<file path="config.mk">
export PLATFORM = sky130hd
export DESIGN_NAME = rx_bank_tracker
export DESIGN_NICKNAME = d
export VERILOG_FILES = /design/src/rtl/rxbt_pkg.sv /design/src/rtl/rxbt_occ_ctrl.sv /design/src/rtl/rxbt_len_check.sv /design/src/rtl/rxbt_len_store.sv /design/src/rtl/rx_bank_tracker.sv
export SDC_FILE = /design/constraint.sdc
export NUM_CORES = 1
export LEC_CHECK = 0
export BUFFER_PORTS_ARGS = -buffer_cell sky130_fd_sc_hd__buf_2
export CORE_AREA = 2 2 69 71
export DETAILED_ROUTE_END_ITERATION = 7
export DIE_AREA = 0 0 71 73
export HOLD_SLACK_MARGIN = 0.15
export PLACE_DENSITY = 0.73
export SLEW_MARGIN = 40
export SYNTH_ARGS = -nofsm -noshare
export SYNTH_HDL_FRONTEND = slang
export SYNTH_SLANG_ARGS = --single-unit
export TNS_END_PERCENT = 5
</file>
<file path="constraint.sdc">
create_clock -name clk -period 1.51 [get_ports clk]
set_input_delay 0.302 -clock clk [delete_from_list [all_inputs] [get_ports clk]]
set_output_delay 0.302 -clock clk [all_outputs]
set_load 0.03 [all_outputs]
</file>
<file path="src/rtl/rxbt_pkg.sv">
package rxbt_pkg;

  // Width needed to index a bank (at least one bit).
  function automatic int unsigned idx_w(input int unsigned n);
    return (n > 1) ? $clog2(n) : 1;
  endfunction

  // Width needed to hold a count from 0 to n inclusive.
  function automatic int unsigned cnt_w(input int unsigned n);
    return $clog2(n + 1);
  endfunction

endpackage

</file>
<file path="src/rtl/rxbt_occ_ctrl.sv">
module rxbt_occ_ctrl
  import rxbt_pkg::*;
#(
  parameter int unsigned NUM_BANKS = 2,
  localparam int unsigned PW = idx_w(NUM_BANKS),
  localparam int unsigned OW = cnt_w(NUM_BANKS)
) (
  input  logic          clk,
  input  logic          rst_n,
  input  logic          clear,
  input  logic          push,
  input  logic          pop,
  output logic [PW-1:0] wr_ptr,
  output logic [PW-1:0] rd_ptr,
  output logic [OW-1:0] occ,
  output logic          full,
  output logic          empty
);

  localparam logic [PW-1:0] LAST = PW'(NUM_BANKS - 1);
  localparam logic [OW-1:0] CAP  = OW'(NUM_BANKS);

  logic do_push, do_pop;

  assign full    = (occ == CAP);
  assign empty   = (occ == '0);
  assign do_push = push && !full;
  assign do_pop  = pop && !empty;

  function automatic logic [PW-1:0] step(input logic [PW-1:0] p);
    return (p == LAST) ? '0 : p + PW'(1);
  endfunction

  always_ff @(posedge clk or negedge rst_n) begin
    if (!rst_n) begin
      wr_ptr <= '0;
      rd_ptr <= '0;
      occ    <= '0;
    end else if (clear) begin
      wr_ptr <= '0;
      rd_ptr <= '0;
      occ    <= '0;
    end else begin
      if (do_push) wr_ptr <= step(wr_ptr);
      if (do_pop)  rd_ptr <= step(rd_ptr);
      case ({do_push, do_pop})
        2'b10:   occ <= occ + OW'(1);
        2'b01:   occ <= occ - OW'(1);
        default: occ <= occ;
      endcase
    end
  end

endmodule

</file>
<file path="src/rtl/rxbt_len_check.sv">
module rxbt_len_check #(
  parameter int unsigned CNT_W = 11
) (
  input  logic [CNT_W:0]   pkt_len,
  input  logic [CNT_W-1:0] max_pkt,
  output logic [CNT_W-1:0] sat_len,
  output logic             oversize
);

  always_comb begin
    oversize = (pkt_len > {1'b0, max_pkt});
    sat_len  = oversize ? max_pkt : pkt_len[CNT_W-1:0];
  end

endmodule

</file>
<file path="src/rtl/rxbt_len_store.sv">
module rxbt_len_store
  import rxbt_pkg::*;
#(
  parameter int unsigned NUM_BANKS = 2,
  parameter int unsigned CNT_W     = 11,
  localparam int unsigned PW = idx_w(NUM_BANKS)
) (
  input  logic             clk,
  input  logic             rst_n,
  input  logic             clear,
  input  logic             we,
  input  logic [PW-1:0]    wr_idx,
  input  logic [CNT_W-1:0] wr_len,
  input  logic             wr_ovf,
  input  logic [PW-1:0]    rd_idx,
  output logic [CNT_W-1:0] rd_len,
  output logic             rd_ovf
);

  logic [CNT_W-1:0] len_q [NUM_BANKS];
  logic             ovf_q [NUM_BANKS];

  for (genvar b = 0; b < NUM_BANKS; b++) begin : g_bank
    always_ff @(posedge clk or negedge rst_n) begin
      if (!rst_n) begin
        len_q[b] <= '0;
        ovf_q[b] <= 1'b0;
      end else if (clear) begin
        len_q[b] <= '0;
        ovf_q[b] <= 1'b0;
      end else if (we && (wr_idx == PW'(b))) begin
        len_q[b] <= wr_len;
        ovf_q[b] <= wr_ovf;
      end
    end
  end

  always_comb begin
    rd_len = '0;
    rd_ovf = 1'b0;
    for (int b = 0; b < NUM_BANKS; b++) begin
      if (rd_idx == PW'(b)) begin
        rd_len = len_q[b];
        rd_ovf = ovf_q[b];
      end
    end
  end

endmodule

</file>
<file path="src/rtl/rx_bank_tracker.sv">
module rx_bank_tracker
  import rxbt_pkg::*;
#(
  parameter int unsigned NUM_BANKS = 2,
  parameter int unsigned CNT_W     = 11
) (
  input  logic             clk,
  input  logic             rst_n,
  input  logic             ep_enable,
  input  logic             ep_reset,
  input  logic [CNT_W-1:0] max_pkt,
  input  logic             irq_en,
  input  logic             pkt_valid,
  output logic             pkt_ready,
  input  logic [CNT_W:0]   pkt_len,
  input  logic             rel_valid,
  output logic             rx_ready,
  output logic [CNT_W-1:0] byte_count,
  output logic             ovf_err,
  output logic             irq
);

  localparam int unsigned PW = idx_w(NUM_BANKS);
  localparam int unsigned OW = cnt_w(NUM_BANKS);

  logic             clear, accept, release_ok;
  logic [PW-1:0]    wr_ptr, rd_ptr;
  logic [OW-1:0]    occ;
  logic             full, empty;
  logic [CNT_W-1:0] sat_len, head_len;
  logic             oversize, head_ovf;

  assign clear      = ep_reset || !ep_enable;
  assign pkt_ready  = !clear && !full;
  assign accept     = pkt_valid && pkt_ready;
  assign release_ok = rel_valid && !clear;

  rxbt_occ_ctrl #(.NUM_BANKS(NUM_BANKS)) u_occ (
    .clk    (clk),
    .rst_n  (rst_n),
    .clear  (clear),
    .push   (accept),
    .pop    (release_ok),
    .wr_ptr (wr_ptr),
    .rd_ptr (rd_ptr),
    .occ    (occ),
    .full   (full),
    .empty  (empty)
  );

  rxbt_len_check #(.CNT_W(CNT_W)) u_chk (
    .pkt_len  (pkt_len),
    .max_pkt  (max_pkt),
    .sat_len  (sat_len),
    .oversize (oversize)
  );

  rxbt_len_store #(.NUM_BANKS(NUM_BANKS), .CNT_W(CNT_W)) u_store (
    .clk    (clk),
    .rst_n  (rst_n),
    .clear  (clear),
    .we     (accept),
    .wr_idx (wr_ptr),
    .wr_len (sat_len),
    .wr_ovf (oversize),
    .rd_idx (rd_ptr),
    .rd_len (head_len),
    .rd_ovf (head_ovf)
  );

  assign rx_ready   = !empty;
  assign byte_count = empty ? '0 : head_len;
  assign ovf_err    = !empty && head_ovf;
  assign irq        = rx_ready && irq_en;

endmodule

</file>
==> results.cfg, run 1 <==
[outcome]
run_status = finished with violations
violations = setup timing

[synth]
synthTopCellsByCount = 28 x dfrtp_1, 25 x mux2i_1, 21 x nor2_1, 17 x o21ai_0, 16 x nand2_1
synth-warning-count = 0
synth-edff-count = 0
synth_area_leaders = dfrtp_1 41%, mux2i_1 15%, ha_1 8.1%
synth_ff_type = dfrtp_1
synth_top_area_cell = dfrtp_1
ys_ff_latch = 28
syn_area_per_cell_sq_um = 9.15
ys_types = 30
yosysMostFrequentCell = dfrtp_1
yosysSeqAreaShare = 0.412
synthArstFlopShare = 1.00
synth_nets = 227
synth_top_cell_area_share = 0.412
synthesis.area_sq_um = 1700
synth_cells = 186

[finish]
diodes = 0
nNetsFinal = 303
fin_cells = 315
fin_area_sq_um = 2530
drive_gt1_frac = 0.441
nFillCells = 409
synthToLayoutAreaGrowth_pct = 49.0

[worst_setup_path]
r2r-start = u_occ.occ[1]
critPathKind = in2reg
crit_start = max_pkt[4]
cp-start-kind = input pin
required_ns = 1.66
endpoint_kind = flop
crit_arrival_ns = 1.97
crit_fanout = 6

[clock_tree]
clk_latency_ns = 0.27
cts_buffer_depth = 2
ctsRootBufferMaster = clkbuf_8
clock-sinks = 28
numCtsBuffers = 3
htree_levels = 1
clkTransAtPathRegs_ns = 0.09
cts_tree = built

[timing]
fin_skew_ns = 0.00494
tns_ns = -7.64
min_period_ns = 1.82
max-slew-margin-rel = 0.598
final-setup-viol-count = 39
hold_violations = 0
max_freq_mhz = 551
rsz0062_at_grt = true
worstMarginPinSlew_ns = 0.602
finalCritPeriodShare = 1.20
hold_ws_ns = 0.344
final-max-slew-violation-count = 0
layout_setup_ws_ns = -0.306

[global_routing]
grt_usage = 0.168
grt_pass1_wl_mm = 6.91
overflow = 0
grt_max_degree = 29
first_global_vias = 1558
antenna_found_initial = 0

[place]
dpl_cell_area_sq_um = 2320
numPortBuffers = 44
pre_cts_ws_ns = -0.669
gp_congestion = 0.712
dp.cells = 309
dp_hpwl_mm = 3.03

[detailed_routing]
drc = 0
viasPerCell = 4.91
vias = 1547
wl_mm = 4.10
ant_nets = 0
wl_per_cell_microns = 13.0
drt_first_iter_violations = 90
dr.pass1.iters = 4

[run]
maxCapViolCount = 0

[floorplanning]
row_count = 25
start_util = 0.375
die_area_sq_um = 5180
die_height_microns = 73
die_width_microns = 71
core_sq_um = 4540
ios = 45

[worst_hold_path]
min_from = max_pkt[9]
hold_path.class = in2reg

[power]
vdd_drop_max_v = 0.000386
power_density_nw_per_um2 = 670
p_leak_nw = 1.18
[flip-flops by register name, summed over array words and instances (netlist names)]
register	count
u_store.ovf_q	2
u_store.len_q	22
u_occ.rd_ptr	1
u_occ.occ	2
u_occ.wr_ptr	1
[power breakdown]
part	total, mW	leakage (nW)	switching [mW]	internal [mW]
sequential	0.778	0.387	0.0110	0.768
clock	0.456	0.0288	0.223	0.233
combinational	0.464	0.763	0.226	0.238
total	1.70	1.18	0.460	1.24
[final timing paths]
kind | end | slack [ns] | cells past startpoint
min in group asynchronous | u_store.len_q[15] | 0.57 | 2
max | u_store.len_q[15] | -0.31 | 10
max reg2reg | u_store.ovf_q[1] | -0.03 | 6
min reg2reg | u_store.len_q[15] | 0.50 | 2
min | u_store.len_q[9] | 0.34 | 3
max in group asynchronous | u_occ.rd_ptr | 0.55 | 2
[worst max-delay path: stages]
cell	delay (ns)
buf_2	0.12
inv_4	0.05
ha_4	0.18
and4_1	0.22
and2b_1	0.17
mux2i_1	0.12
a22oi_2	0.26
buf_6	0.19
mux2i_4	0.27
o21ai_1	0.08
[metal layers]
metal	routed length [microns]	global-route usage	share of wire
met2	2050	0.295	0.50
met4	62	0.0629	0.015
met3	149	0.0110	0.036
met5	0	0	0
met1	1840	0.219	0.45
[placed cells by master, fill, tap and decap left out, drive strengths merged, types with 4 or more instances in the layout]
cell type	Yosys	routed
buf	2	79
dfrtp	28	28
o21ai	25	25
mux2i	25	25
nor2	21	21
nand2	16	16
a21oi	15	15
inv	12	12
ha	11	11
clkbuf	7	4
[through the flow]
stage	total power [mW]	utilization
global route	1.78	0.559
finish	1.70	0.559
global placement	1.18	0.511
CTS	1.69	0.553
floorplan	1.00	-
detailed placement	1.19	0.511
[timing repair]
action / 4_1_cts / 5_1_grt
pin swaps: 12 / 4
endpoints found under the hold margin: 28 / 0
hold buffers: 1 / 0
buffers inserted: 1 / 0
resized for setup: 35 / 7
endpoints found under the setup margin: 39 / 39
gates cloned: 0 / 0
[cells by family (layout without fill, tap and decap cells)]
group,Yosys count,count (layout),synth area share
xor+xnor,2,2,0.0103
flops,28,28,0.412
mux,25,25,0.147
buf+inv,21,96,0.0507
simple gates,51,51,0.139
fa+ha+maj,11,11,0.0809
compound gates,48,48,0.160
[layout make-up]
type                       count  area (sq um)  area share
multi-input combinational    137          1060       0.418
sequential                    28           701       0.276
timing repair buffer          80           597       0.235
tap                           54          67.6      0.0267
clock buffer                   4          55.1      0.0217
inverter                      12          55.1      0.0217
Power figures use the tool's default switching activity.
==> run 2: changes to the inputs <==
--- a/config.mk
+++ b/config.mk
@@ -6,13 +6,14 @@
 export NUM_CORES = 1
 export LEC_CHECK = 0
 export BUFFER_PORTS_ARGS = -buffer_cell sky130_fd_sc_hd__buf_2
-export CORE_AREA = 2 2 69 71
+export CORE_AREA = 2 2 76 78
 export DETAILED_ROUTE_END_ITERATION = 7
-export DIE_AREA = 0 0 71 73
+export DIE_AREA = 0 0 78 80
 export HOLD_SLACK_MARGIN = 0.15
-export PLACE_DENSITY = 0.73
+export PLACE_DENSITY = 0.72
 export SLEW_MARGIN = 40
 export SYNTH_ARGS = -nofsm -noshare
 export SYNTH_HDL_FRONTEND = slang
+export SYNTH_HIERARCHICAL = 1
 export SYNTH_SLANG_ARGS = --single-unit
 export TNS_END_PERCENT = 5
==> run 2 against run 1 <==
  * The flow still finishes with violations (setup timing)
  * Register-to-register slack lost 0.07 ns
  * First-iteration DRC count shrank 4.4%
  * Wire length grew 13%
  * Sequential share of layout area shrank 3.8 points
  * Critical path depth grew 1
  * Clock-buffer cell count shrank 1
  * Critical path type unchanged
  * Largest cell class unchanged
==> results.cfg, run 2 <==
[outcome]
run_status = finished with violations
violations = setup timing

[global_routing]
grt_pass1_wl_mm = 7.69
first_global_vias = 1682
antenna_found_initial = 0
grt_max_degree = 41
grt_usage = 0.152
overflow = 0

[floorplanning]
die_height_microns = 80
start_util = 0.389
core_sq_um = 5410
row_count = 27
ios = 45
die_area_sq_um = 6240
die_width_microns = 78

[synth]
synth_top_area_cell = dfrtp_1
synth_ff_type = dfrtp_1
ys_ff_latch = 28
synth-warning-count = 6
yosysSeqAreaShare = 0.333
synth_top_cell_area_share = 0.333
synth_area_leaders = dfrtp_1 33%, mux2i_1 11%, nand2b_1 11%
synthTopCellsByCount = 38 x nand2b_1, 28 x dfrtp_1, 24 x mux2i_1, 14 x inv_1, 14 x mux2_2
synthArstFlopShare = 1.00
syn_area_per_cell_sq_um = 10.6
ys_types = 35
yosysMostFrequentCell = nand2b_1
synth_nets = 240
synth-edff-count = 0
synth_cells = 199
synthesis.area_sq_um = 2100

[detailed_routing]
dr.pass1.iters = 4
wl_mm = 4.62
viasPerCell = 4.81
ant_nets = 0
vias = 1631
drt_first_iter_violations = 86
drc = 0
wl_per_cell_microns = 13.6

[worst_setup_path]
cp_cell_sequence = buf_8 -> inv_4 -> ha_4 -> nor2b_1 -> o211ai_1 -> a211o_1 -> a21oi_2 -> buf_6 -> mux2_4 -> nand2b_4 -> mux2i_1
r2r-end = u_store/len_q[11]
endpoint = u_store/len_q[11]
cp-start-kind = input pin
ff2ff_path_depth = 5
crit_fanout = 7
critPathKind = in2reg
crit_arrival_ns = 1.99
cpPeakStageDelay_ns = 0.32
required_ns = 1.65
crit_slowest_cell = mux2_4
critPathBufInv = 3
ff2ff_setup_slack_ns = -0.10
crit_start = max_pkt[1]
cp.depth = 11
endpoint_kind = flop
r2r-start = u_occ/occ[1]
critPathTopFamily = compound AO/OA/AOI/OAI gates

[power]
p_total_mw = 1.58
p_leak_nw = 1.50
vdd_drop_max_v = 0.000377
power_density_nw_per_um2 = 538

[clock_tree]
clk_latency_ns = 0.26
clock-sinks = 28
clkTransAtPathRegs_ns = 0.09
cts_tree = built
ctsRootBufferMaster = clkbuf_8
htree_levels = 1
cts_buffer_depth = 2
numCtsBuffers = 3

[timing]
finalCritPeriodShare = 1.22
final-max-slew-violation-count = 0
final-setup-viol-count = 40
max-slew-margin-rel = 0.580
max_freq_mhz = 541
layout_setup_ws_ns = -0.338
hold_violations = 0
fin_skew_ns = 0.00488
worstMarginPinSlew_ns = 0.629
rsz0062_at_grt = true
min_period_ns = 1.85

[finish]
final_cell_mix = 28 x dfrtp_1, 27 x buf_2, 26 x nand2b_1, 25 x buf_4, 24 x mux2i_1
area.sequential_sq_um = 701
diodes = 0
final_util = 0.543
layout_commonest_cell = dfrtp_1
regMostFlops = u_store/len_q
multiInputGateArea_sq_um = 1450
reg.largest.list = u_store/len_q: 22 flops, u_occ/occ: 2 flops, u_store/ovf_q: 2 flops
synthToLayoutAreaGrowth_pct = 39.6
nFillCells = 494
drive_gt1_frac = 0.513
nNetsFinal = 310
largest_reg_flops = 22

[place]
gp_congestion = 0.779
numPortBuffers = 44
pre_cts_ws_ns = -0.717
dp_hpwl_mm = 3.42

[worst_hold_path]
hold_path.class = in2reg

[run]
maxCapViolCount = 0
[run 2: worst min-delay path by stage]
stage | startpoint | end | slack [ns] | cells after the start
3_5_place_dp | rst_n | u_store/len_q[18] | 0.36 | 1
4_1_cts | max_pkt[7] | u_store/len_q[18] | 0.47 | 4
3_3_place_gp | rst_n | u_store/len_q[16] | 0.35 | 1
2_1_floorplan | rst_n | u_occ/occ[0] | 0.006 | 0
6_report | max_pkt[6] | u_store/len_q[17] | 0.48 | 4
5_1_grt | max_pkt[7] | u_store/len_q[18] | 0.48 | 4
[run 2: metrics by stage]
step / area [sq um] / std cells / TNS (ns) / hold WS [ns]
5_1_grt: 2940 / 339 / -12.59 / 0.481
3_5_place_dp: 2590 / 334 / -15.54 / 0.361
6_report: 2940 / 339 / -10.31 / 0.484
4_1_cts: 2840 / 339 / -11.23 / 0.473
3_3_place_gp: 2590 / 334 / -13.88 / 0.353
2_1_floorplan: 2100 / 199 / -10.37 / 0.00641
[run 2: layout make-up]
class | count | area share
timing repair buffer | 73 | 0.202
inverter | 15 | 0.0217
multi-input combinational | 148 | 0.493
sequential | 28 | 0.239
tap | 72 | 0.0307
clock buffer | 3 | 0.0141
[run 2: metal layers]
metal	wire (microns)	up-vias	track usage
li1	-	814	-
met1	2060	794	0.193
met2	2420	21	0.276
met3	115	2	0.0215
met4	23	0	0.0316
met5	0	-	0
[run 2: timing repair]
| item | 4_1_cts | 5_1_grt |
|---|---|---|
| buffers inserted | 1 | 0 |
| endpoints found under the setup margin | 41 | 41 |
| hold buffers | 1 | 0 |
| gates resized for setup | 40 | 23 |
| endpoints found under the hold margin | 28 | 0 |
| pin swaps | 8 | 9 |
[run 2: power by group]
part | internal [mW] | leakage [nW] | switching, mW | total (mW)
clock | 0.178 | 0.0216 | 0.208 | 0.387
sequential | 0.756 | 0.390 | 0.00459 | 0.760
combinational | 0.245 | 1.09 | 0.187 | 0.432
total | 1.18 | 1.50 | 0.400 | 1.58
[run 2: worst min-delay path, stage by stage]
cell      delay [ns]
buf_2           0.09
mux2_4          0.15
nand2b_4        0.05
mux2i_1         0.11
[run 2: cells by family (layout without fill, tap and decap cells)]
family                     Yosys count  in the layout  synth area share
and+or+nand+nor                     73             73             0.237
muxes                               47             47             0.253
DFF                                 28             28             0.333
buffers and inverters               23             91            0.0583
AOI/OAI and AO/OA                   16             16            0.0482
adders and majority gates           11             11            0.0654
xor gates and xnor gates             1              1           0.00416
==> run 3: changes to the inputs <==
--- a/config.mk
+++ b/config.mk
@@ -6,11 +6,11 @@
 export NUM_CORES = 1
 export LEC_CHECK = 0
 export BUFFER_PORTS_ARGS = -buffer_cell sky130_fd_sc_hd__buf_2
-export CORE_AREA = 2 2 76 78
+export CORE_AREA = 2 2 69 71
 export DETAILED_ROUTE_END_ITERATION = 7
-export DIE_AREA = 0 0 78 80
+export DIE_AREA = 0 0 71 73
 export HOLD_SLACK_MARGIN = 0.15
-export PLACE_DENSITY = 0.72
+export PLACE_DENSITY = 0.83
 export SLEW_MARGIN = 40
 export SYNTH_ARGS = -nofsm -noshare
 export SYNTH_HDL_FRONTEND = slang
==> run 3 against run 2 <==
  * The flow still finishes with violations (setup timing)
  * Worst hold slack got worse by 0.016 ns
  * Utilization grew 9.1 points
  * Sequential power about the same
  * Via count is 0.43% higher
  * Total power is 5.5% higher
  * Non-clock buffer count is 5 lower
  * Wire length up 8.4%
==> results.cfg, run 3 (synthesis results as in run 2) <==
[floorplanning]
die_height_microns = 73
ios = 45
row_count = 25
core_sq_um = 4540
die_width_microns = 71
die_area_sq_um = 5180
start_util = 0.464

[detailed_routing]
wl_mm = 5.01
vias = 1638
wl_per_cell_microns = 15.8
drt_first_iter_violations = 72
viasPerCell = 5.17
ant_nets = 0
dr.pass1.iters = 4
drc = 0

[timing]
rsz0062_at_grt = true
layout_setup_ws_ns = -0.405
max-slew-margin-rel = 0.596
fin_skew_ns = 0.00132
hold_ws_ns = 0.468
worstMarginPinSlew_ns = 0.606
min_period_ns = 1.92
finalCritPeriodShare = 1.27
final-setup-viol-count = 39
final-max-slew-violation-count = 0
max_freq_mhz = 522
hold_violations = 0
tns_ns = -11.90

[clock_tree]
clock-sinks = 28
htree_levels = 1
clk_latency_ns = 0.27
cts_buffer_depth = 2
ctsRootBufferMaster = clkbuf_8
clkTransAtPathRegs_ns = 0.09
cts_tree = built
numCtsBuffers = 3

[worst_setup_path]
crit_arrival_ns = 2.06
cp_common_cell = buf_6
critPathKind = in2reg
crit_fanout = 5
ff2ff_path_depth = 5
cpPeakStageDelay_ns = 0.32
cp-start-kind = input pin
required_ns = 1.66
crit_slowest_cell = a211oi_1
ff2ff_setup_slack_ns = -0.11
cp_cell_sequence = buf_6 -> inv_2 -> ha_4 -> a211oi_1 -> o211ai_1 -> nor2_2 -> a21oi_4 -> buf_6 -> mux2_4 -> nand2b_4 -> mux2i_1
endpoint_kind = flop

[global_routing]
antenna_found_initial = 0
first_global_vias = 1689
overflow = 0
grt_usage = 0.190
grt_max_degree = 41
grt_pass1_wl_mm = 7.89

[run]
maxCapViolCount = 0

[power]
p_leak_nw = 1.48
p_sw_mw = 0.431
vdd_drop_max_v = 0.000339
pwr-share-clk = 0.275
p_int_mw = 1.23
switching_share = 0.259
power_density_nw_per_um2 = 579
combPwrFrac = 0.268
power_frac_seq = 0.457

[place]
numPortBuffers = 44
pre_cts_ws_ns = -0.698
dp_hpwl_mm = 3.33
gp_congestion = 0.826

[outcome]
run_status = finished with violations
violations = setup timing

[finish]
final_cell_mix = 32 x buf_2, 28 x dfrtp_1, 26 x nand2b_1, 24 x mux2i_1, 22 x buf_4
synthToLayoutAreaGrowth_pct = 36.8
regMostFlops = u_store/len_q
layout_commonest_cell = buf_2
diodes = 0
nNetsFinal = 305
reg.largest.list = u_store/len_q: 22 flops, u_occ/occ: 2 flops, u_store/ovf_q: 2 flops
largest_reg_flops = 22
drive_gt1_frac = 0.517

[worst_hold_path]
hold-path-cell-count = 4
hold_path.class = in2reg
==> run 3: cell types whose count changed in the layout (fill, tap and decap cells not counted), moves of 2 or more <==
| cell | before | now |
|---|---|---|
| buf_6 | 15 | 8 |
| buf_2 | 27 | 32 |
| buf_4 | 25 | 22 |
| a21oi_2 | 2 | 0 |
| inv_2 | 3 | 5 |
| inv_4 | 3 | 1 |
==> run 3: cell type report <==
cell class	count	area, sq um
Timing Repair Buffer	68	515
Clock buffer	4	55.1
Sequential cell	28	701
Inverter	15	58.8
Multi-Input combinational cell	148	1480
Fill cell	342	1660
Tap cell	54	67.6
==> run 3: power groups by stage <==
stage / Sequential (mW) / Clock (mW) / Combinational, mW
2_1_floorplan: 0.774 / 0 / 0.203
3_3_place_gp: 0.774 / 0 / 0.319
3_5_place_dp: 0.775 / 0 / 0.328
4_1_cts: 0.760 / 0.466 / 0.385
5_1_grt: 0.762 / 0.497 / 0.477
6_report: 0.760 / 0.459 / 0.446
==> run 3: stage by stage <==
step	total power, mW	cell area, sq um	cells	util
2_1_floorplan	0.977	2100	199	-
3_3_place_gp	1.09	2520	310	0.556
3_5_place_dp	1.10	2520	310	0.556
4_1_cts	1.61	2750	316	0.606
5_1_grt	1.74	2880	317	0.634
6_report	1.67	2880	317	0.634
==> run 3: metal layers <==
layer	track usage	routed length (microns)	part of all wire
met4	0.0440	63	0.013
met1	0.242	2170	0.43
met5	0	0	0
met3	0.0276	133	0.027
met2	0.343	2640	0.53
==> run 3: critical path, delay by kind of cell <==
family / cells / cell delay, ns
AO/OA/AOI/OAI: 3 / 0.58
multiplexers: 2 / 0.40
buffers and inverters: 3 / 0.31
AND/OR/NAND/NOR: 2 / 0.25
adder cells (fa/ha/maj): 1 / 0.21
==> run 3: final timing paths <==
kind                                   startpoint                end
max in group asynchronous                   rst_n  u_store/len_q[14]
worst max register to register       u_occ/occ[1]  u_store/len_q[21]
worst min register to register  u_store/len_q[20]  u_store/len_q[20]
worst max-delay path                  max_pkt[10]  u_store/len_q[21]
worst min-delay path                   pkt_len[1]  u_store/len_q[12]
min in group asynchronous                   rst_n  u_store/len_q[16]
==> run 3: repair_timing <==
| item | CTS | global route |
|---|---|---|
| pin swaps | 7 | 10 |
| endpoints found under the hold margin | 28 | 0 |
| resized for setup | 31 | 23 |
| buffers inserted | 1 | 1 |
| setup endpoints to repair | 40 | 40 |
| hold buffers | 1 | 0 |
